`src/rtl/bce_pkg.sv`:
```
package bce_pkg;

   localparam int unsigned COND_W  = 4;
   localparam int unsigned CLASS_W = 3;
   localparam int unsigned FLAG_W  = 5;
   localparam int unsigned NPRED   = 1 << (COND_W - 1);

   typedef enum logic [CLASS_W-1:0] {
      CLS_JCC    = 3'd0,
      CLS_JCXZ   = 3'd1,
      CLS_LOOP   = 3'd2,
      CLS_LOOPZ  = 3'd3,
      CLS_LOOPNZ = 3'd4
   } br_class_e;

   typedef struct packed {
      logic ovf;
      logic sgn;
      logic zro;
      logic par;
      logic cry;
   } flags_t;

   typedef enum logic [COND_W-2:0] {
      P_OVF    = 3'd0,
      P_CRY    = 3'd1,
      P_ZRO    = 3'd2,
      P_BEQ    = 3'd3,
      P_SGN    = 3'd4,
      P_PAR    = 3'd5,
      P_LESS   = 3'd6,
      P_LEQ    = 3'd7
   } pred_sel_e;

endpackage

```
`src/rtl/bce_cond_pred.sv`:
```
module bce_cond_pred
   import bce_pkg::*;
(
   input  flags_t              flg_i,
   input  logic [COND_W-1:0]   cond_i,
   output logic                hit_o
);

   logic [NPRED-1:0] base;
   logic             sign_ne_ovf;

   assign sign_ne_ovf = flg_i.sgn ^ flg_i.ovf;

   // one base predicate per code pair; the low code bit flips polarity
   generate
      for (genvar k = 0; k < NPRED; k++) begin : g_pred
         always_comb begin
            case (pred_sel_e'(k))
               P_OVF:   base[k] = flg_i.ovf;
               P_CRY:   base[k] = flg_i.cry;
               P_ZRO:   base[k] = flg_i.zro;
               P_BEQ:   base[k] = flg_i.cry | flg_i.zro;
               P_SGN:   base[k] = flg_i.sgn;
               P_PAR:   base[k] = flg_i.par;
               P_LESS:  base[k] = sign_ne_ovf;
               default: base[k] = flg_i.zro | sign_ne_ovf;
            endcase
         end
      end
   endgenerate

   assign hit_o = base[cond_i[COND_W-1:1]] ^ cond_i[0];

endmodule

```
`src/rtl/bce_loop_ctr.sv`:
```
module bce_loop_ctr #(
   parameter int unsigned CNT_W = 16
) (
   input  logic [CNT_W-1:0] count_i,
   output logic [CNT_W-1:0] next_o,
   output logic             next_nz_o,
   output logic             entry_zero_o
);

   localparam logic [CNT_W-1:0] ONE = {{(CNT_W-1){1'b0}}, 1'b1};

   // decrement first, then test the decremented value
   assign next_o       = count_i - ONE;
   assign next_nz_o    = |next_o;
   assign entry_zero_o = ~|count_i;

endmodule

```
`src/rtl/bce_eval.sv`:
```
module bce_eval
   import bce_pkg::*;
#(
   parameter int unsigned CNT_W   = 16,
   parameter bit          OUT_REG = 1'b1
) (
   input  logic                clk_i,
   input  logic                rst_ni,
   input  logic [4:0]          flags_i,
   input  logic [CNT_W-1:0]    count_i,
   input  logic [3:0]          cond_i,
   input  logic [2:0]          class_i,
   output logic                taken_o,
   output logic [CNT_W-1:0]    count_o,
   output logic                count_we_o
);

   localparam logic [CNT_W-1:0] ONE = {{(CNT_W-1){1'b0}}, 1'b1};

   generate
      if (CNT_W < 2) begin : g_bad_width
         $error("bce_eval: CNT_W must be at least 2");
      end
      if (FLAG_W != 5) begin : g_bad_flags
         $error("bce_eval: flag bus must carry five flags");
      end
   endgenerate

   flags_t           flg;
   br_class_e        cls;
   logic             pred_hit;
   logic [CNT_W-1:0] cnt_dec;
   logic             dec_nz;
   logic             in_zero;

   assign flg = flags_t'(flags_i);
   assign cls = br_class_e'(class_i);

   bce_cond_pred u_pred (
      .flg_i  (flg),
      .cond_i (cond_i),
      .hit_o  (pred_hit)
   );

   bce_loop_ctr #(.CNT_W(CNT_W)) u_loop (
      .count_i      (count_i),
      .next_o       (cnt_dec),
      .next_nz_o    (dec_nz),
      .entry_zero_o (in_zero)
   );

   logic             taken_d;
   logic             we_d;
   logic [CNT_W-1:0] cnt_d;

   always_comb begin
      taken_d = 1'b0;
      we_d    = 1'b0;
      cnt_d   = count_i;
      case (cls)
         CLS_JCC:    taken_d = pred_hit;
         CLS_JCXZ:   taken_d = in_zero;
         CLS_LOOP: begin
            we_d    = 1'b1;
            cnt_d   = cnt_dec;
            taken_d = dec_nz;
         end
         CLS_LOOPZ: begin
            we_d    = 1'b1;
            cnt_d   = cnt_dec;
            taken_d = dec_nz & flg.zro;
         end
         CLS_LOOPNZ: begin
            we_d    = 1'b1;
            cnt_d   = cnt_dec;
            taken_d = dec_nz & ~flg.zro;
         end
         default: ;
      endcase
   end

   generate
      if (OUT_REG) begin : g_reg
         logic live_q;

         always_ff @(posedge clk_i) begin
            if (!rst_ni) begin
               taken_o    <= 1'b0;
               count_we_o <= 1'b0;
               count_o    <= '0;
               live_q     <= 1'b0;
            end else begin
               taken_o    <= taken_d;
               count_we_o <= we_d;
               count_o    <= cnt_d;
               live_q     <= 1'b1;
            end
         end

         assert_we_loop_only_R9: assert property (@(posedge clk_i) disable iff (!rst_ni)
            live_q && count_we_o |->
               ($past(class_i) == 3'd2 || $past(class_i) == 3'd3 || $past(class_i) == 3'd4));

         assert_count_pass_R9: assert property (@(posedge clk_i) disable iff (!rst_ni)
            live_q && !count_we_o |-> count_o == $past(count_i));

         assert_loop_dec_R6: assert property (@(posedge clk_i) disable iff (!rst_ni)
            live_q && count_we_o |-> count_o == ($past(count_i) - ONE));

         assert_loop_nonzero_R6: assert property (@(posedge clk_i) disable iff (!rst_ni)
            live_q && count_we_o && taken_o |-> count_o != '0);

         assert_loopz_flag_R7: assert property (@(posedge clk_i) disable iff (!rst_ni)
            live_q && $past(class_i) == 3'd3 && taken_o |-> $past(flags_i[2]));

         assert_loopnz_flag_R8: assert property (@(posedge clk_i) disable iff (!rst_ni)
            live_q && $past(class_i) == 3'd4 && taken_o |-> !$past(flags_i[2]));

         assert_cxz_R5: assert property (@(posedge clk_i) disable iff (!rst_ni)
            live_q && $past(class_i) == 3'd1 |->
               (taken_o == ($past(count_i) == '0)) && !count_we_o);

         assert_reserved_R9: assert property (@(posedge clk_i) disable iff (!rst_ni)
            live_q && $past(class_i) > 3'd4 |-> !taken_o && !count_we_o);
      end else begin : g_comb
         assign taken_o    = taken_d;
         assign count_we_o = we_d;
         assign count_o    = cnt_d;

         assert_loop_nonzero_R6: assert property (@(posedge clk_i) disable iff (!rst_ni)
            count_we_o && taken_o |-> count_o != '0);
      end
   endgenerate

endmodule

```
`config.mk`:
```
export PLATFORM = sky130hd
export DESIGN_NAME = bce_eval
export DESIGN_NICKNAME = d
export VERILOG_FILES = /design/src/rtl/bce_pkg.sv /design/src/rtl/bce_cond_pred.sv /design/src/rtl/bce_loop_ctr.sv /design/src/rtl/bce_eval.sv
export SDC_FILE = /design/constraint.sdc
export NUM_CORES = 1
export LEC_CHECK = 0
export BUFFER_PORTS_ARGS = -buffer_cell sky130_fd_sc_hd__buf_2
export CAP_MARGIN = 30
export CORE_MARGIN = 8
export CORE_UTILIZATION = 49
export DETAILED_ROUTE_END_ITERATION = 16
export HOLD_SLACK_MARGIN = 0.02
export PLACE_DENSITY = 0.86
export SLEW_MARGIN = 20
export SYNTH_ARGS = -nofsm -noshare
export SYNTH_HDL_FRONTEND = slang
export SYNTH_SLANG_ARGS = --single-unit
export TNS_END_PERCENT = 20
```
`constraint.sdc`:
```
create_clock -name clk_i -period 2.4 [get_ports clk_i]
set_clock_uncertainty 0.15 [all_clocks]
set_input_delay 0 -clock clk_i [delete_from_list [all_inputs] [get_ports clk_i]]
set_output_delay 0 -clock clk_i [all_outputs]
set_load 0.02 [all_outputs]
```
# == Word-level counts from Yosys, hierarchy flattened ==
# Cells that the tools add are included.
# word_totals
reg_bits,18
in_bits,30
out_inout_bits,18
word_cells,26
# op_classes
addsub,1
magnitude_cmp,1
n_eq_ne,4
n_mux,5
bitwise,7
n_reduce_logical,5
# op_table
cell,count
16-bit OR reduction,2
16-bit 2-to-1 mux,1
"16-bit by 1-bit subtractor with 16-bit output, second input constant",1
"3-bit by 2-bit equality test with 1-bit output, second input constant",2
1-bit one-hot mux with 5 select lines,1
"3-bit by 4-bit < comparator with 1-bit output, second input constant",1
1-bit binary-select mux with 3-bit select,1
"3-bit by 1-bit equality test with 1-bit output, second input constant",1
"3-bit equality test, second input constant",1
3-bit logical NOT,1
3-bit OR reduction,1
1-bit bitwise AND,2
1-bit 2-to-1 mux,2
1-bit OR,2
1-bit bitwise XOR,2
1-bit logical NOT,1
1-bit inverter,1

# == Logic depth before layout (Yosys ltp) ==
# Gate-level depths: netlist of the first run.
# depth
ltp_word,6
ltp_mapped,7
ltp_nobuf,7

# == Hierarchy ==
# A second synthesis of the first run with hierarchy kept.
# hier_totals
hier_cells,173
area_unflattened_um2,1376.3
# by_module_without_submodules
mod,instances,cells_per_inst,area_per_inst_um2,seq_area_each_um2
bce_eval,1,81,764.5,360.3
bce_loop_ctr,1,82,534.3,0.0
bce_cond_pred,1,10,77.6,0.0

# == Worst setup path after synthesis of the first run ==
# No wires, ideal clock.
# synth_path
kind,in2reg
start,input port count_i[5]
end,register count_o[10]
setup_ns,0.126
t_arrival_ns,1.042
required_time_ns,2.124
setup_slack_ns,1.082
stages,6
path_buffers,0
cell_sequence,nor4_4 > nand3_2 > nand2b_4 > or3_1 > xor2_1 > nor2_1
# synth_via
elab_chain_cells,2
# synth_lines
element,line_no,rtl
from (decl),bce_eval.sv:10,"input logic [CNT_W-1:0] count_i,"
16-bit by 1-bit subtractor with 16-bit output,bce_loop_ctr.sv:13,assign next_o = count_i - ONE;
16-bit 2-to-1 mux,bce_eval.sv:60,case (cls)
to (signal assigned),bce_eval.sv:95,count_o <= cnt_d;
to (decl),bce_eval.sv:14,"output logic [CNT_W-1:0] count_o,"
# Every way passes these cells.
# A chain may end at the register's enable or synchronous reset.

# == Worst setup path in the final report of the first run ==
# layout_path
start,input port count_i[1]
end,register taken_o
# layout_via
elab_chain_cells,4
word_cells_on_any_way,7
cone_classes,add/sub: 1; mux: 1; bitwise: 2; reduce/logical: 3
# layout_lines
element,line_no,rtl
16-bit by 1-bit subtractor with 16-bit output,bce_loop_ctr.sv:13,
16-bit OR reduction,bce_loop_ctr.sv:14,assign next_nz_o = |next_o;
1-bit bitwise AND (on tied branches),"bce_eval.sv:76, bce_eval.sv:71",
1-bit one-hot mux with 5 select lines (*),bce_eval.sv:60,
to (signal assigned),bce_eval.sv:93,taken_o <= taken_d;
to (decl),bce_eval.sv:13,"output logic taken_o,"
# Mark *: on every way between the ends. The rest lies on a longest branch, timed or not.

==> results of run 1 <==
repair_timing:
action,4_1_cts,5_1_grt
endpoints found under the hold margin,18,0
endpoints found under the setup margin,0,6
hold buffers,28,0
gates resized for setup,0,7
setup buffers,0,0
routing by layer:
layer,track usage,part of all wire,up-vias
li1,-,-,580
met1,0.1953,0.37,579
met2,0.3791,0.52,69
met3,0.04321,0.081,14
met4,0.1071,0.028,0
met5,0,0,-
synth_stat cells, types with 3 or more instances:
master	count
xor2_1	12
dfxtp_1	18
nand4_1	4
o21ai_0	3
xnor2_1	5
nand2_1	5
or3_1	5
nand3_1	3
inv_1	3
nor2_1	21
a21oi_1	7
nor3_1	4
how the worst max path moves through the flow:
| stage | start | endpoint | slack, ns |
|---|---|---|---|
| finish | count_i[1] | taken_o | 0.04 |
| global placement | count_i[11] | taken_o | 0.76 |
| detailed placement | count_i[0] | taken_o | 0.70 |
| global route | count_i[8] | taken_o | -0.07 |
| floorplan | count_i[5] | count_o[10] | 1.08 |
| CTS | count_i[13] | taken_o | 0.007 |
power breakdown:
group / total, mW / switching, mW / internal [mW]
Sequential: 0.321 / 0.00460 / 0.317
Combinational: 0.212 / 0.116 / 0.0963
Clock: 0.197 / 0.104 / 0.0925
Total: 0.730 / 0.225 / 0.506
area by class of cell:
cell class                 count  area (µm²)
multi-input combinational     96       699.4
timing repair buffer          75       515.5
sequential                    18       360.3
fill                         118       321.6
clock buffer                   4       36.28
tap                           27       33.78
inverter                       4       15.01
sequential cells by signal, indices dropped and copies added (netlist names):
name and flops:
count_we_o 1, taken_o 1, count_o 16
kinds of logic (layout without fill, tap and decap cells):
group	Yosys count	in the layout	synth area share
multiplexers	1	1	0.01083
AND/OR/NAND/NOR	56	56	0.3249
adder cells (fa/ha/maj)	2	2	0.02406
XOR/XNOR	17	17	0.1432
AO/OA/AOI/OAI	20	20	0.1240
flip-flops	18	18	0.3466
buffers and inverters	5	83	0.02647
worst max-delay path: cells and delay by family:
family | cells | cell delay, ns
simple gates | 2 | 0.30
compound gates | 2 | 0.30
fa+ha+maj | 1 | 0.18
buf+inv | 4 | 1.38
xor+xnor | 1 | 0.25
==> metrics.txt, run 1 <==
Avg Cell Area, Syn 8.737 µm²; Hold EP count_o[15]; initial antenna violation count 0; placed cell areas 0.001296 mm²; GP Congestion a little under 0.9; RSZ-0062 raised after global routing true; CP cell instances buf_2 -> dlygate4sd3_1 -> inv_1 -> ha_4 -> nand4_1 -> xor2_1 -> nand4_1 -> a2bb2oi_1 -> o32ai_1 -> dlygate4sd3_1; Yosys cell types 36; measured slew at the worst slew-check pin approximately 0.5 ns; Crit Path Class input pin to flop; area grow syn2layout 59.69%; CTS tree yes; Final #Nets 230; status finished, final reports clean; Std-Cell Core Area approximately 0.0020 mm²; Rows 16; ys flop type dfxtp_1; max-capacitance violation count 0; vias per cell approximately 5.5; first-pass GRT wire length 5692 µm; ANT nets after route 0; top cells by area, synth dfxtp_1 35%, xor2_1 10%, nor2_1 7.6%; most common cell after layout, fill and taps aside buf_2; GRT Residual Overflow 0; Chip Height around 62 µm; Place WS between 0.7 and 0.8 ns; sequential area share after synthesis 0.3466; die width between 60 and 70 µm; max-slew violations 0; wirelength, routed roughly 3700 µm; final core occ 0.8378; beginning of the worst hold path count_i[12]; Peak VDD IR approximately 0.27 mV; design area about 0.0017 mm²; Yosys Warn Count 0; I/O Buffers 47; clk sinks 18; Initial DRT Pass Iterations 4; ys async rst share 0; clk buf depth 2; gr usage total 0.1999; Data required, critical path 2.46 ns; # IOs between 40 and 50; TritonCTS buffer count 3; Cell Pwr Density approximately 440 mW/mm²; mapped cell area just over 0.001 mm²; number of global-route vias before repair roughly 1300; crit path max-delay cell type dlygate4sd3_1; Worst Setup End Kind flop; worst min path class input pin to flop; # diodes 0; DR WL/cell between 15 and 20 µm; hold slack between 0.03 and 0.04 ns; layout cells sized above 1 0.3198; Reg clk slew, reported paths approximately 0.12 ns; Final Instance Count excl. Fillers ~220; Final Hold Viols 0; Worst Path Arrival around 2.4 ns; dpl hpwl approximately 2200 µm; Seq cells post-synth 18; post-synthesis cell count between 100 and 150; Max Fanout on Critical Path 6; hold depth 5; Startpoint Class input pin; count of endpoints failing setup in the final report 0; number of flops mapped to enable cells by yosys 0; Lkg Pwr 0.7055 nW; crit path setup slack, layout 0.04477 ns; H-tree Lvls 1; fin crit share 0.9813; Pwr Total approximately 0.73 mW; max incr delay on CP slightly below 0.6 ns; top-area cell type share of the netlist area 0.3466; root buffer cell clkbuf_4; Slew headroom 0.6663; Initial Utilization 0.5246; largest net degree at the start of global routing 19; top cell type by total area after synthesis dfxtp_1; DRC Markers 0; DIE AREA 0.003852 mm²; Setup TNS Final 0 ns; DR iter-0 viols 56; Syn Nets 151; most frequent cells in the layout 47 x buf_2, 28 x dlygate4sd3_1, 21 x nor2_1; dpl cells about 190; Via Count around 1200; FMAX ~420 MHz; min Tclk post-route roughly 2.4 ns
Note: power is estimated with default switching activity, not from simulation.
==> inputs of run 2 (changes only) <==
--- a/config.mk
+++ b/config.mk
@@ -6,12 +6,12 @@
 export NUM_CORES = 1
 export LEC_CHECK = 0
 export BUFFER_PORTS_ARGS = -buffer_cell sky130_fd_sc_hd__buf_2
-export CAP_MARGIN = 30
+export CAP_MARGIN = 10
 export CORE_MARGIN = 8
-export CORE_UTILIZATION = 49
+export CORE_UTILIZATION = 40
 export DETAILED_ROUTE_END_ITERATION = 16
 export HOLD_SLACK_MARGIN = 0.02
-export PLACE_DENSITY = 0.86
+export PLACE_DENSITY = 0.73
 export SLEW_MARGIN = 20
 export SYNTH_ARGS = -nofsm -noshare
 export SYNTH_HDL_FRONTEND = slang
==> metrics.txt, run 2 (synthesis gave the netlist of run 1 again) <==
Pwr Total 0.6694 mW (-8.4%); Data required, critical path 2.43 ns (-0.03 ns); max incr delay on CP 0.56 ns (-0.02 ns); placed cell areas 0.001300 mm² (+0.29%); dpl hpwl 2135 µm (-3.3%); storage element area 360.3 µm² (unchanged); fin crit share 0.9943 (+0.01291); Worst Path Arrival 2.42 ns (about the same); die width 66.99 µm (+7.9%); DR WL/cell 13.81 µm (-16%); min Tclk post-route 2.386 ns (+0.03098 ns); Chip Height 66.99 µm (+7.9%); max FFs per register 16 (unchanged); Lkg Pwr 0.6912 nW (-2.0%); clk sinks 18 (unchanged); Biggest register count_o; Initial DRT Pass Iterations 4 (unchanged); Setup TNS Final 0 ns (unchanged); RSZ-0062 raised after global routing true; number of global-route vias before repair 1194 (-4.6%); CTS tree yes; I/O Buffers 47 (unchanged); CP cell instances dlygate4sd3_1 -> buf_2 -> nor4_4 -> nand3_2 -> nand2b_4 -> or3_1 -> xor2_1 -> dlygate4sd3_1 -> nor2_1; Place WS 0.7313 ns (+0.02721 ns); status finished, final reports clean; Multi-input gate area 673.1 µm² (-3.8%); area grow syn2layout 55.72%; layout cells sized above 1 0.3265 (+0.006734); max-slew violations 0 (unchanged); Max Fanout on Critical Path 4 (-2); Via Count 1172 (-5.6%); Rows 18 (+2); worst min path class input pin to flop; most frequent cells in the layout 47 x buf_2, 26 x dlygate4sd3_1, 21 x nor2_1; hold slack 0.04211 ns (+0.008988 ns); wirelength, routed 3121 µm (-15%); clk buf depth 2 (unchanged); root buffer cell clkbuf_4; H-tree Lvls 1 (unchanged); ANT nets after route 0 (unchanged); vias per cell 5.186 (-6.5%); Final Instance Count excl. Fillers 226 (+0.89%); Crit Path Class input pin to flop; initial antenna violation count 0 (unchanged); Startpoint Class input pin; TritonCTS buffer count 3 (unchanged); Final #Nets 230 (unchanged); count of endpoints failing setup in the final report 0 (unchanged); # IOs 48 (unchanged); Peak VDD IR 0.2744 mV (+0.61%); Reg clk slew, reported paths 0.10 ns (-0.02 ns); Initial Utilization 0.4197 (-0.1049); largest net degree at the start of global routing 19 (unchanged); Buf+Inv Stages, Crit Path 3 (-1); measured slew at the worst slew-check pin 0.5830 ns (+0.08554 ns); max-capacitance violation count 0 (unchanged); design area 0.001619 mm² (-2.5%); # diodes 0 (unchanged); GP Congestion 0.8023 (-7.8%); Cell Pwr Density 413.4 mW/mm² (-6.0%); Final Hold Viols 0 (unchanged); DR iter-0 viols 53 (-5.4%); DRC Markers 0 (unchanged); fill count 208 (+76%); most common cell after layout, fill and taps aside buf_2; most frequent CP cell dlygate4sd3_1; Std-Cell Core Area 0.002477 mm² (+25%); first-pass GRT wire length 5009 µm (-12%); Largest regs count_o: 16 flops, count_we_o: 1 flops, taken_o: 1 flops; GRT Residual Overflow 0 (unchanged); crit path max-delay cell type dlygate4sd3_1; final core occ 0.6535 (-0.1842); gr usage total 0.1414 (-0.05852); FMAX 419.1 MHz (-1.3%); Crit path max-delay family buffers and inverters; Slew headroom 0.6077 (-0.05856); Worst Setup End Kind flop; crit path setup slack, layout 0.01379 ns (-0.03098 ns); dpl cells 195 (+1.6%); DIE AREA 0.004487 mm² (+16%)
run 2: path summary, 6_finish.rpt:
kind,to,depth (start not counted),from,slack [ns]
worst max-delay path,count_o[10],9,count_i[5],0.01
worst min-delay path,count_we_o,4,class_i[1],0.04
run 2: what timing repair did:
| action | 4_1_cts | 5_1_grt |
|---|---|---|
| resized for setup | 0 | 4 |
| hold buffers | 25 | 2 |
| endpoints found under the setup margin | 0 | 5 |
| setup buffers | 0 | 2 |
| endpoints found under the hold margin | 18 | 1 |
run 2: final cells by class:
type,instances,area share
inverters,4,0.009274
well taps,30,0.02318
multi-input cells,96,0.4158
flip-flops and latches,18,0.2226
clock buffers,3,0.01391
repair buffers,75,0.3153
run 2: where the power goes:
part	internal, mW	switching, mW
Sequential	0.317	0.00352
Combinational	0.0932	0.107
Clock	0.0585	0.0902
Total	0.468	0.201
run 2: metal layers:
layer | global-route usage | vias to the layer above | part of all wire | wire length [µm]
met4 | 0.09399 | 0 | 0.030 | 93
met5 | 0 | - | 0 | 0
li1 | - | 581 | - | -
met2 | 0.2473 | 55 | 0.50 | 1569
met3 | 0.03523 | 9 | 0.094 | 292
met1 | 0.1453 | 527 | 0.37 | 1167
==> inputs of run 3 (changes only) <==
--- a/config.mk
+++ b/config.mk
@@ -5,13 +5,14 @@
 export SDC_FILE = /design/constraint.sdc
 export NUM_CORES = 1
 export LEC_CHECK = 0
+export ABC_AREA = 0
 export BUFFER_PORTS_ARGS = -buffer_cell sky130_fd_sc_hd__buf_2
 export CAP_MARGIN = 10
 export CORE_MARGIN = 8
 export CORE_UTILIZATION = 40
 export DETAILED_ROUTE_END_ITERATION = 16
 export HOLD_SLACK_MARGIN = 0.02
-export PLACE_DENSITY = 0.73
+export PLACE_DENSITY_LB_ADDON = 0.3
 export SLEW_MARGIN = 20
 export SYNTH_ARGS = -nofsm -noshare
 export SYNTH_HDL_FRONTEND = slang
==> metrics.txt, run 3 (synthesis gave the netlist of run 1 again) <==
status finished, final reports clean; Biggest register count_o; beginning of the worst hold path cond_i[0]; fin crit share 0.9955 (+0.001289); Data required, critical path 2.49 ns (+0.06 ns); Startpoint Class input pin; CTS tree yes; ANT nets after route 0 (unchanged); max-slew violations 0 (unchanged); Cell Pwr Density 411.8 mW/mm² (-0.39%); DR iter-0 viols 49 (-7.5%); most common cell after layout, fill and taps aside buf_2; die width 66.99 µm (unchanged); # diodes 0 (unchanged); vias per cell 5.167 (-0.36%); gr usage total 0.1425 (+0.001071); FMAX 418.5 MHz (-0.13%); min Tclk post-route 2.389 ns (+0.003095 ns); Worst Setup End Kind flop; worst min path class input pin to flop; DR WL/cell 14.47 µm (+4.8%); Largest regs count_o: 16 flops, count_we_o: 1 flops, taken_o: 1 flops; max FFs per register 16 (unchanged); max-capacitance violation count 0 (unchanged); Rows 18 (unchanged); layout cells sized above 1 0.3351 (+0.008548); # IOs 48 (unchanged); Via Count 1142 (-2.6%); clk sinks 18 (unchanged); clk buf depth 2 (unchanged); GRT Residual Overflow 0 (unchanged); number of global-route vias before repair 1170 (-2.0%); Max Fanout on Critical Path 6 (+2); Crit Path Class input pin to flop; most frequent cells in the layout 43 x buf_2, 21 x nor2_1, 21 x dlygate4sd3_1; Lkg Pwr 0.6963 nW (+0.74%); measured slew at the worst slew-check pin 0.4979 ns (-0.08512 ns); Std-Cell Core Area 0.002477 mm² (unchanged); area grow syn2layout 56.08%; root buffer cell clkbuf_4; count of endpoints failing setup in the final report 0 (unchanged); GP Congestion 0.8213 (+2.4%); Pwr Total 0.6683 mW (-0.16%); CP startpoint count_i[3]; TritonCTS buffer count 3 (unchanged); Final Hold Viols 0 (unchanged); Reg clk slew, reported paths 0.09 ns (about the same); Initial Utilization 0.4197 (unchanged); Slew headroom 0.6660 (+0.05828); Worst Path Arrival 2.48 ns (+0.06 ns); I/O Buffers 47 (unchanged); Initial DRT Pass Iterations 4 (unchanged); DIE AREA 0.004487 mm² (unchanged); Final #Nets 225 (-2.2%); dpl hpwl 2134 µm (about the same); hold slack 0.0002362 ns (-0.04187 ns); H-tree Lvls 1 (unchanged); Chip Height 66.99 µm (unchanged); wirelength, routed 3198 µm (+2.5%); first-pass GRT wire length 5064 µm (+1.1%); fill count 222 (+6.7%); Peak VDD IR 0.3103 mV (+13%); largest net degree at the start of global routing 19 (unchanged); DRC Markers 0 (unchanged); initial antenna violation count 0 (unchanged)
run 3: timing repair:
item / in CTS / in global routing
hold endpoints to repair: 18 / 0
setup buffers: 0 / 3
hold buffers: 24 / 0
setup endpoints to repair: 0 / 5
gates resized for setup: 0 / 13
run 3: per-stage QoR:
stage          TNS [ns]  worst slack, ns    util  cell area, µm²  cells
2_1_floorplan         0            1.082       -            1040    119
3_3_place_gp          0           0.8115  0.5247            1300    195
3_5_place_dp          0           0.7912  0.5247            1300    195
4_1_cts               0          0.01163  0.6308            1563    222
5_1_grt        -0.04640         -0.04067  0.6551            1623    221
6_report              0          0.01069  0.6551            1623    221
run 3: where the power goes:
part	internal [mW]	switching, mW	leakage [nW]	total (mW)
clock network	0.0583	0.0870	0.0138	0.145
logic	0.0935	0.109	0.533	0.203
registers	0.317	0.00358	0.150	0.320
total	0.468	0.200	0.696	0.668
run 3: final timing paths:
path                       to  slack (ns)  depth (start not counted)
setup / recovery  count_o[13]        0.01                          8
hold / removal        taken_o      0.0002                          4
run 3: area by class of cell:
class / count / area (µm²) / area share
multi-input combinational: 96 / 703.2 / 0.4333
timing repair buffer: 70 / 484.2 / 0.2984
sequential: 18 / 360.3 / 0.2221
tap: 30 / 37.54 / 0.02313
clock buffer: 3 / 22.52 / 0.01388
inverter: 4 / 15.01 / 0.009252
run 3: routing by layer:
| metal | up-vias | routed length, µm | part of all wire | GRT usage |
|---|---|---|---|---|
| li1 | 572 | - | - | - |
| met3 | 6 | 235 | 0.073 | 0.02181 |
| met4 | 0 | 72 | 0.023 | 0.07311 |
| met5 | - | 0 | 0 | 0 |
| met1 | 513 | 1294 | 0.40 | 0.1590 |
| met2 | 51 | 1595 | 0.50 | 0.2533 |
run 3: critical path, cell delays in order:
cell and delay (ns):
dlygate4sd3_1 0.55, buf_6 0.14, nor4_4 0.41, buf_4 0.19
nand3_1 0.13, or3_1 0.34, a21oi_1 0.15, dlygate4sd3_1 0.56
